`src/rtl/secded_pkg.sv`:
```
`timescale 1ns/1ps
package secded_pkg;

  localparam int DATA_W = 64;
  localparam int CHK_W  = 8;
  localparam int CODE_W = DATA_W + CHK_W;
  localparam int IDX_W  = $clog2(CODE_W);

  // Control-to-datapath strobes
  typedef struct packed {
    logic             correctable;
    logic             uncorrectable;
    logic [IDX_W-1:0] flipIdx;
  } fixCtl_t;

  // Odd-weight parity-check column of data bit i
  function automatic logic [CHK_W-1:0] dataCol(input int i);
    logic [CHK_W-1:0] c;
    case (i)
      0: c = 8'hF4;   1: c = 8'hF1;   2: c = 8'hEC;   3: c = 8'hEA;
      4: c = 8'hE9;   5: c = 8'hE6;   6: c = 8'hE5;   7: c = 8'hE3;
      8: c = 8'hDC;   9: c = 8'hDA;  10: c = 8'hD9;  11: c = 8'hD6;
     12: c = 8'hD5;  13: c = 8'hD3;  14: c = 8'hCE;  15: c = 8'hCB;
     16: c = 8'hB5;  17: c = 8'hB0;  18: c = 8'hAD;  19: c = 8'hAB;
     20: c = 8'hA8;  21: c = 8'hA7;  22: c = 8'hA4;  23: c = 8'hA2;
     24: c = 8'h9D;  25: c = 8'h9B;  26: c = 8'h98;  27: c = 8'h97;
     28: c = 8'h94;  29: c = 8'h92;  30: c = 8'h8F;  31: c = 8'h8A;
     32: c = 8'h75;  33: c = 8'h70;  34: c = 8'h6D;  35: c = 8'h6B;
     36: c = 8'h68;  37: c = 8'h67;  38: c = 8'h64;  39: c = 8'h62;
     40: c = 8'h5E;  41: c = 8'h5B;  42: c = 8'h58;  43: c = 8'h57;
     44: c = 8'h54;  45: c = 8'h52;  46: c = 8'h4F;  47: c = 8'h4A;
     48: c = 8'h34;  49: c = 8'h31;  50: c = 8'h2C;  51: c = 8'h2A;
     52: c = 8'h29;  53: c = 8'h26;  54: c = 8'h25;  55: c = 8'h23;
     56: c = 8'h1C;  57: c = 8'h1A;  58: c = 8'h19;  59: c = 8'h16;
     60: c = 8'h15;  61: c = 8'h13;  62: c = 8'h0E;  63: c = 8'h0B;
      default: c = '0;
    endcase
    return c;
  endfunction

  // Column of any codeword bit; check bits are one-hot, MSB first
  function automatic logic [CHK_W-1:0] codeCol(input int i);
    logic [CHK_W-1:0] c;
    if (i < DATA_W) c = dataCol(i);
    else            c = (CHK_W'(1) << (CHK_W - 1 - (i - DATA_W)));
    return c;
  endfunction

  // Data bits feeding check bit k (syndrome row CHK_W-1-k)
  function automatic logic [DATA_W-1:0] rowMask(input int k);
    logic [DATA_W-1:0] m;
    logic [CHK_W-1:0]  c;
    m = '0;
    for (int i = 0; i < DATA_W; i++) begin
      c    = dataCol(i);
      m[i] = c[CHK_W-1-k];
    end
    return m;
  endfunction

endpackage

```
`src/rtl/secded_parity.sv`:
```
`timescale 1ns/1ps
module secded_parity
  import secded_pkg::*;
(
  input  logic [DATA_W-1:0] dataIn,
  output logic [CHK_W-1:0]  chkOut
);

  for (genvar k = 0; k < CHK_W; k++) begin : g_row
    localparam logic [DATA_W-1:0] ROW = rowMask(k);
    assign chkOut[k] = ^(dataIn & ROW);
  end

endmodule

```
`src/rtl/secded_datapath.sv`:
```
`timescale 1ns/1ps
module secded_datapath
  import secded_pkg::*;
(
  input  logic [DATA_W-1:0] wrData,
  output logic [CHK_W-1:0]  wrCheck,
  input  logic [CODE_W-1:0] rdWord,
  input  fixCtl_t           fixCtl,
  output logic [CHK_W-1:0]  syndrome,
  output logic [DATA_W-1:0] fixedData
);

  logic [CHK_W-1:0]  recCheck;
  logic [DATA_W-1:0] flipMask;
  logic [DATA_W-1:0] rawData;

  assign rawData = rdWord[DATA_W-1:0];

  secded_parity u_enc (.dataIn(wrData),  .chkOut(wrCheck));
  secded_parity u_rec (.dataIn(rawData), .chkOut(recCheck));

  for (genvar k = 0; k < CHK_W; k++) begin : g_syn
    assign syndrome[CHK_W-1-k] = recCheck[k] ^ rdWord[DATA_W+k];
  end

  // Repair applies only to data positions; check-bit hits leave data alone
  always_comb begin
    flipMask = '0;
    if (fixCtl.correctable && !fixCtl.flipIdx[IDX_W-1])
      flipMask = DATA_W'(1) << fixCtl.flipIdx[IDX_W-2:0];
  end

  assign fixedData = rawData ^ flipMask;

endmodule

```
`src/rtl/secded_control.sv`:
```
`timescale 1ns/1ps
module secded_control
  import secded_pkg::*;
(
  input  logic [CHK_W-1:0] syndrome,
  output fixCtl_t          fixCtl
);

  logic [CODE_W-1:0] match;
  logic [IDX_W-1:0]  hitIdx;
  logic              anyHit;

  for (genvar i = 0; i < CODE_W; i++) begin : g_match
    localparam logic [CHK_W-1:0] COL = codeCol(i);
    assign match[i] = (syndrome == COL);
  end

  // Columns are distinct, so an OR-reduction encoder suffices
  always_comb begin
    hitIdx = '0;
    for (int i = 0; i < CODE_W; i++)
      if (match[i]) hitIdx = hitIdx | IDX_W'(i);
  end

  assign anyHit = |match;

  assign fixCtl.correctable   = anyHit;
  assign fixCtl.uncorrectable = (|syndrome) && !anyHit;
  assign fixCtl.flipIdx       = hitIdx;

endmodule

```
`src/rtl/secded_codec.sv`:
```
`timescale 1ns/1ps
module secded_codec
  import secded_pkg::*;
#(
  parameter bit OUT_REG = 1'b1
) (
  input  logic              clk,
  input  logic              rstN,
  input  logic [DATA_W-1:0] wrData,
  output logic [CHK_W-1:0]  wrCheck,
  input  logic [CODE_W-1:0] rdWord,
  output logic [DATA_W-1:0] rdData,
  output logic [CHK_W-1:0]  rdSyndrome,
  output logic [IDX_W-1:0]  rdBitIdx,
  output logic              rdCorrectable,
  output logic              rdUncorrectable
);

  fixCtl_t           fixCtl;
  logic [CHK_W-1:0]  chkComb;
  logic [CHK_W-1:0]  synComb;
  logic [DATA_W-1:0] dataComb;

  secded_datapath u_dp (
    .wrData   (wrData),
    .wrCheck  (chkComb),
    .rdWord   (rdWord),
    .fixCtl   (fixCtl),
    .syndrome (synComb),
    .fixedData(dataComb)
  );

  secded_control u_ctl (
    .syndrome(synComb),
    .fixCtl  (fixCtl)
  );

  if (OUT_REG) begin : g_reg
    always_ff @(posedge clk or negedge rstN) begin
      if (!rstN) begin
        wrCheck         <= '0;
        rdData          <= '0;
        rdSyndrome      <= '0;
        rdBitIdx        <= '0;
        rdCorrectable   <= 1'b0;
        rdUncorrectable <= 1'b0;
      end else begin
        wrCheck         <= chkComb;
        rdData          <= dataComb;
        rdSyndrome      <= synComb;
        rdBitIdx        <= fixCtl.flipIdx;
        rdCorrectable   <= fixCtl.correctable;
        rdUncorrectable <= fixCtl.uncorrectable;
      end
    end
  end else begin : g_comb
    assign wrCheck         = chkComb;
    assign rdData          = dataComb;
    assign rdSyndrome      = synComb;
    assign rdBitIdx        = fixCtl.flipIdx;
    assign rdCorrectable   = fixCtl.correctable;
    assign rdUncorrectable = fixCtl.uncorrectable;
  end

endmodule

```
`config.mk`:
```
export PLATFORM = sky130hd
export DESIGN_NAME = secded_codec
export DESIGN_NICKNAME = d
export VERILOG_FILES = /design/src/rtl/secded_pkg.sv /design/src/rtl/secded_parity.sv /design/src/rtl/secded_datapath.sv /design/src/rtl/secded_control.sv /design/src/rtl/secded_codec.sv
export SDC_FILE = /design/constraint.sdc
export NUM_CORES = 1
export LEC_CHECK = 0
export ABC_AREA = 1
export ABC_CLOCK_PERIOD_IN_PS = 800
export BUFFER_PORTS_ARGS = -buffer_cell sky130_fd_sc_hd__buf_2
export CORE_MARGIN = 8
export CORE_UTILIZATION = 55
export CTS_CLUSTER_SIZE = 10
export DETAILED_ROUTE_END_ITERATION = 12
export GPL_TIMING_DRIVEN = 1
export PLACE_DENSITY = 0.87
export SYNTH_ARGS = -nofsm -noshare
export SYNTH_HDL_FRONTEND = slang
export SYNTH_SLANG_ARGS = --single-unit
```
`constraint.sdc`:
```
create_clock -name clk -period 0.8 [get_ports clk]
set_input_delay 0.16 -clock clk [delete_from_list [all_inputs] [get_ports clk]]
set_output_delay 0.16 -clock clk [all_outputs]
set_load 0.02 [all_outputs]
```
==> flow_summary.toml, run 1 <==
[logic_synthesis]
synth_seq_cells = 89
synth_flop_cell = "dfrtp_1"
yosys.area_share.adder_pct = 0
synth_edf_count = 0
synth_simple_gate_area_share_pct = 43.7
synth_top_family_by_area = "simple AND/OR/NAND/NOR gates"
yosys_warnings = 0
syn-mean-instance-area_um2 = 6.43
syn-num-nets = 1550
synth.distinct_cells = 33
synth_compound_area_share_pct = 1.14
synth-xor-area-share_pct = 25.1
ys_seq_area_share_pct = 24.5
synthMuxAreaShare_pct = 0
netlist_instances = 1412
synth-async-reset-ratio_pct = 100
syn_area_um2 = 9080

[place]
port_buffers = 226
hpwl_um = 31300
gp_congestion = 1.02

[run_status]
status = "aborted with a tool error"
failed_stage = "clock tree synthesis"
error_line = "[ERROR DPL-0038] Utilization greater than 100%, impossible to legalize"

[cts]
cts_root_buf = "clkbuf_16"
ctsResizeCount = 840
postCtsHoldBufs = 1
htreeDepth = 3
cts_buffers = 9
cts.sinks = 89
clockBufferDepth = 2
post-cts-setup-buffer-count = 62

[floorplan]
floorplan.die.height_um = 144
num_rows = 47
die_w_um = 144
initial_core_util_pct = 55.5
io_pins = 227
-- through the flow --
step	instances	hold slack [ps]	area [µm²]	setup TNS [ps]	setup WS, ps
global placement	2112	8.18	13400	-132100	-1900
detailed placement	2112	10.5	13400	-139590	-1980
floorplan	1412	-136	10000	-81650	-1240
-- cells by family after synthesis --
| logic type | count (synthesis) |
|---|---|
| simple gates | 919 |
| xor+xnor | 260 |
| buf+inv | 126 |
| flops | 89 |
| compound gates | 18 |
-- cell usage after synthesis, types with 6 or more instances --
cell type  number  area share (%)
nand3_1        69             3.8
nor3_1          6            0.33
nand2_4        10             1.2
nand2_1       702              29
dfrtp_1        89              25
nor2_2         22             1.5
nor2_1         38             1.6
xnor2_1       128              12
nand2_2        37             2.5
nand3b_1        6            0.50
inv_2          39             1.6
nand4_1        10            0.69
o21ai_0         6            0.33
inv_1          79             3.3
xor2_1        132              13
nand3_2         6            0.66
==> run 2: changes to the inputs <==
--- a/config.mk
+++ b/config.mk
@@ -9,11 +9,10 @@
 export ABC_CLOCK_PERIOD_IN_PS = 800
 export BUFFER_PORTS_ARGS = -buffer_cell sky130_fd_sc_hd__buf_2
 export CORE_MARGIN = 8
-export CORE_UTILIZATION = 55
-export CTS_CLUSTER_SIZE = 10
+export CORE_UTILIZATION = 40
 export DETAILED_ROUTE_END_ITERATION = 12
 export GPL_TIMING_DRIVEN = 1
-export PLACE_DENSITY = 0.87
+export PLACE_DENSITY_LB_ADDON = 0.15
 export SYNTH_ARGS = -nofsm -noshare
 export SYNTH_HDL_FRONTEND = slang
 export SYNTH_SLANG_ARGS = --single-unit
==> run 2 against run 1 <==
Area after synthesis unchanged. Synthesized cell count is the same. The flow now finishes, with violations (negative setup slack).
==> flow_summary.toml, run 2 <==
[run_status]
status = "complete, but fails checks"
violations = "negative setup slack"

[power_and_ir_drop]
pwr-share-seq_pct = 17.6
power_frac_comb_pct = 68.6
p_switching_mw = 14.7
power_leakage_nw = 9.57
ir_worst_vdd_mv = 1.07
p_clk_share_pct = 13.7
p_sw_share_pct = 47.0
power_density_nw_per_um2 = 1700
power.internal_mw = 16.6

[place]
gp_congestion = 0.996
hpwl_um = 29000
port_buffers = 226

[timing]
setup_viol = 178
tightest_slew_ps = 362
post-route-period-util_pct = 323
fin_tns_setup_ps = -123330
finalMaxSlewViolations = 0
hold_slack_ps = 106
fmax_ghz = 0.387
slew_headroom_pct = 75.8
fin_ws_ps = -1780
rsz0062_at_grt = "true"
hold_viol_final = 0
fin_crit_ps = 2580

[route]
drt.antenna.violating_nets = 0
first_iter_violations = 829
vias_per_cell = 5.18
num_vias = 11800
wirelength_um = 42000
drc = 0
wl_per_cell_um = 18.5
drt_first_pass_iters = 5

[floorplan]
num_rows = 55
initial_core_util_pct = 40.5
die_w_um = 167
dieArea_um2 = 27800
floorplan.die.height_um = 167
io_pins = 227
fp.coreArea_um2 = 22400

[hold_path]
min_path_cells = 3
hold_class = "in -> reg"

[grt]
grt_start_max_net_pins = 41
grt.overflow.total = 0
grt_pass1_vias = 11300
antenna_found_initial = 1
grt_pass1_wl_um = 57800
track_usage_pct = 25.8

[cts]
cts.sinks = 89
clk_pin_slew_worst_paths_ps = 70
clockBufferDepth = 2
cts_tree = "built"
cts_root_buf = "clkbuf_16"
cts_buffers = 9
htreeDepth = 3

[logic_synthesis]
synth_common_cells = "702 x nand2_1, 132 x xor2_1, 128 x xnor2_1, 89 x dfrtp_1, 79 x inv_1"
synthTopCellsByArea = "nand2_1 29%, dfrtp_1 25%, xor2_1 13%, xnor2_1 12%, nand3_1 3.8%"
synth.distinct_cells = 33
synth_edf_count = 0
syn_area_um2 = 9080
yosys.area.top_type_share_pct = 29.0
synth_most_common_cell = "nand2_1"
synth_seq_cells = 89
netlist_instances = 1412
yosys_warnings = 0
yosys.area.top_type = "nand2_1"
syn-mean-instance-area_um2 = 6.43
syn-num-nets = 1550
synth_flop_cell = "dfrtp_1"
synth-async-reset-ratio_pct = 100
ys_seq_area_share_pct = 24.5

[layout]
drive_above_1_share_pct = 67.9
largestRegisters = "rdData x64, rdSyndrome x8, wrCheck x8"
mostFrequentLayoutCells = "303 x nand2_2, 279 x nand2_1, 248 x buf_4"
largest_reg_flops = 64
utilization_pct = 81.9
final_common_cell = "nand2_2"
nets = 2122
top_register = "rdData"
antenna_cells = 0
areaGrowthSynthToFinish_pct = 102

[worst_setup_path]
crit_required_ps = 1000
cp-end-kind = "flop"
critPathMaxFanout = 6
worstPathArrival_ps = 2780
crit_type = "in -> reg"
cp-start-kind = "primary input"

[flow_run]
cap_violations = 0
run 2: cell counts after synthesis:
Identical to the previous run, type by type.
run 2: final timing paths:
check                      startpoint          end  slack (ps)
min in group asynchronous        rstN   rdData[40]         160
max                        rdWord[30]  rdBitIdx[0]       -1780
max in group asynchronous        rstN   rdData[27]         190
min                        rdWord[63]   rdData[63]         110
run 2: cells by family after synthesis:
logic type      after synthesis  share of synthesized area, %
compound gates               18                          1.14
flops                        89                          24.5
xor+xnor                    260                          25.1
buf+inv                     126                          5.51
simple gates                919                          43.7
run 2: layout make-up:
class | count | area (µm²)
inverters | 119 | 741
clock buffers | 9 | 225
flip-flops and latches | 89 | 2230
clock inverters | 7 | 60.1
well taps | 285 | 357
fillers | 1360 | 4070
repair buffers | 568 | 4800
multi-input cells | 1197 | 9950
run 2: layer usage:
metal / track usage, % / routed length (µm)
met4: 9.28 / 2100
met2: 45.8 / 21500
met1: 30.3 / 15500
met5: 0 / 13
met3: 5.30 / 2780
run 2: critical path, stage by stage:
cell	delay, ps
buf_12	110
clkinv_8	60
nand2_1	80
nand3_1	140
nand2_1	130
nand2_2	70
nand2_1	80
nand2_2	80
nand2_4	90
inv_2	50
nand2_1	90
nand2_1	80
nand2_2	140
buf_6	140
a21oi_4	80
nand2_4	130
clkinv_8	110
nand2_4	100
nand4_1	240
nor3_1	370
nand4_1	220
run 2: timing repair:
action                     4_1_cts  5_1_grt
hold buffers                     1        0
setup endpoints to repair      178      178
gates resized for setup        502      591
hold endpoints to repair        89        0
setup buffers                   48       54
pin swaps                      213      239
run 2: stage by stage:
step / area, µm² / worst slack [ps] / std cells / power [mW]
floorplan: 10000 / -1240 / 1412 / 14.9
global placement: 13500 / -1870 / 2181 / 20.3
detailed placement: 13500 / -1860 / 2181 / 20.5
CTS: 15900 / -1240 / 2240 / 27.8
global route: 18400 / -1730 / 2274 / 32.7
finish: 18400 / -1780 / 2274 / 31.3
run 2: power by group through the flow:
stage	clock network (mW)	registers (mW)	logic, mW
final	4.30	5.51	21.5
after global routing	4.56	5.56	22.6
after CTS	4.34	5.49	17.9
after detailed placement	0	5.55	15.0
after global placement	0	5.54	14.8
after floorplan	0	6.47	8.39
Power figures use the tool's default switching activity.
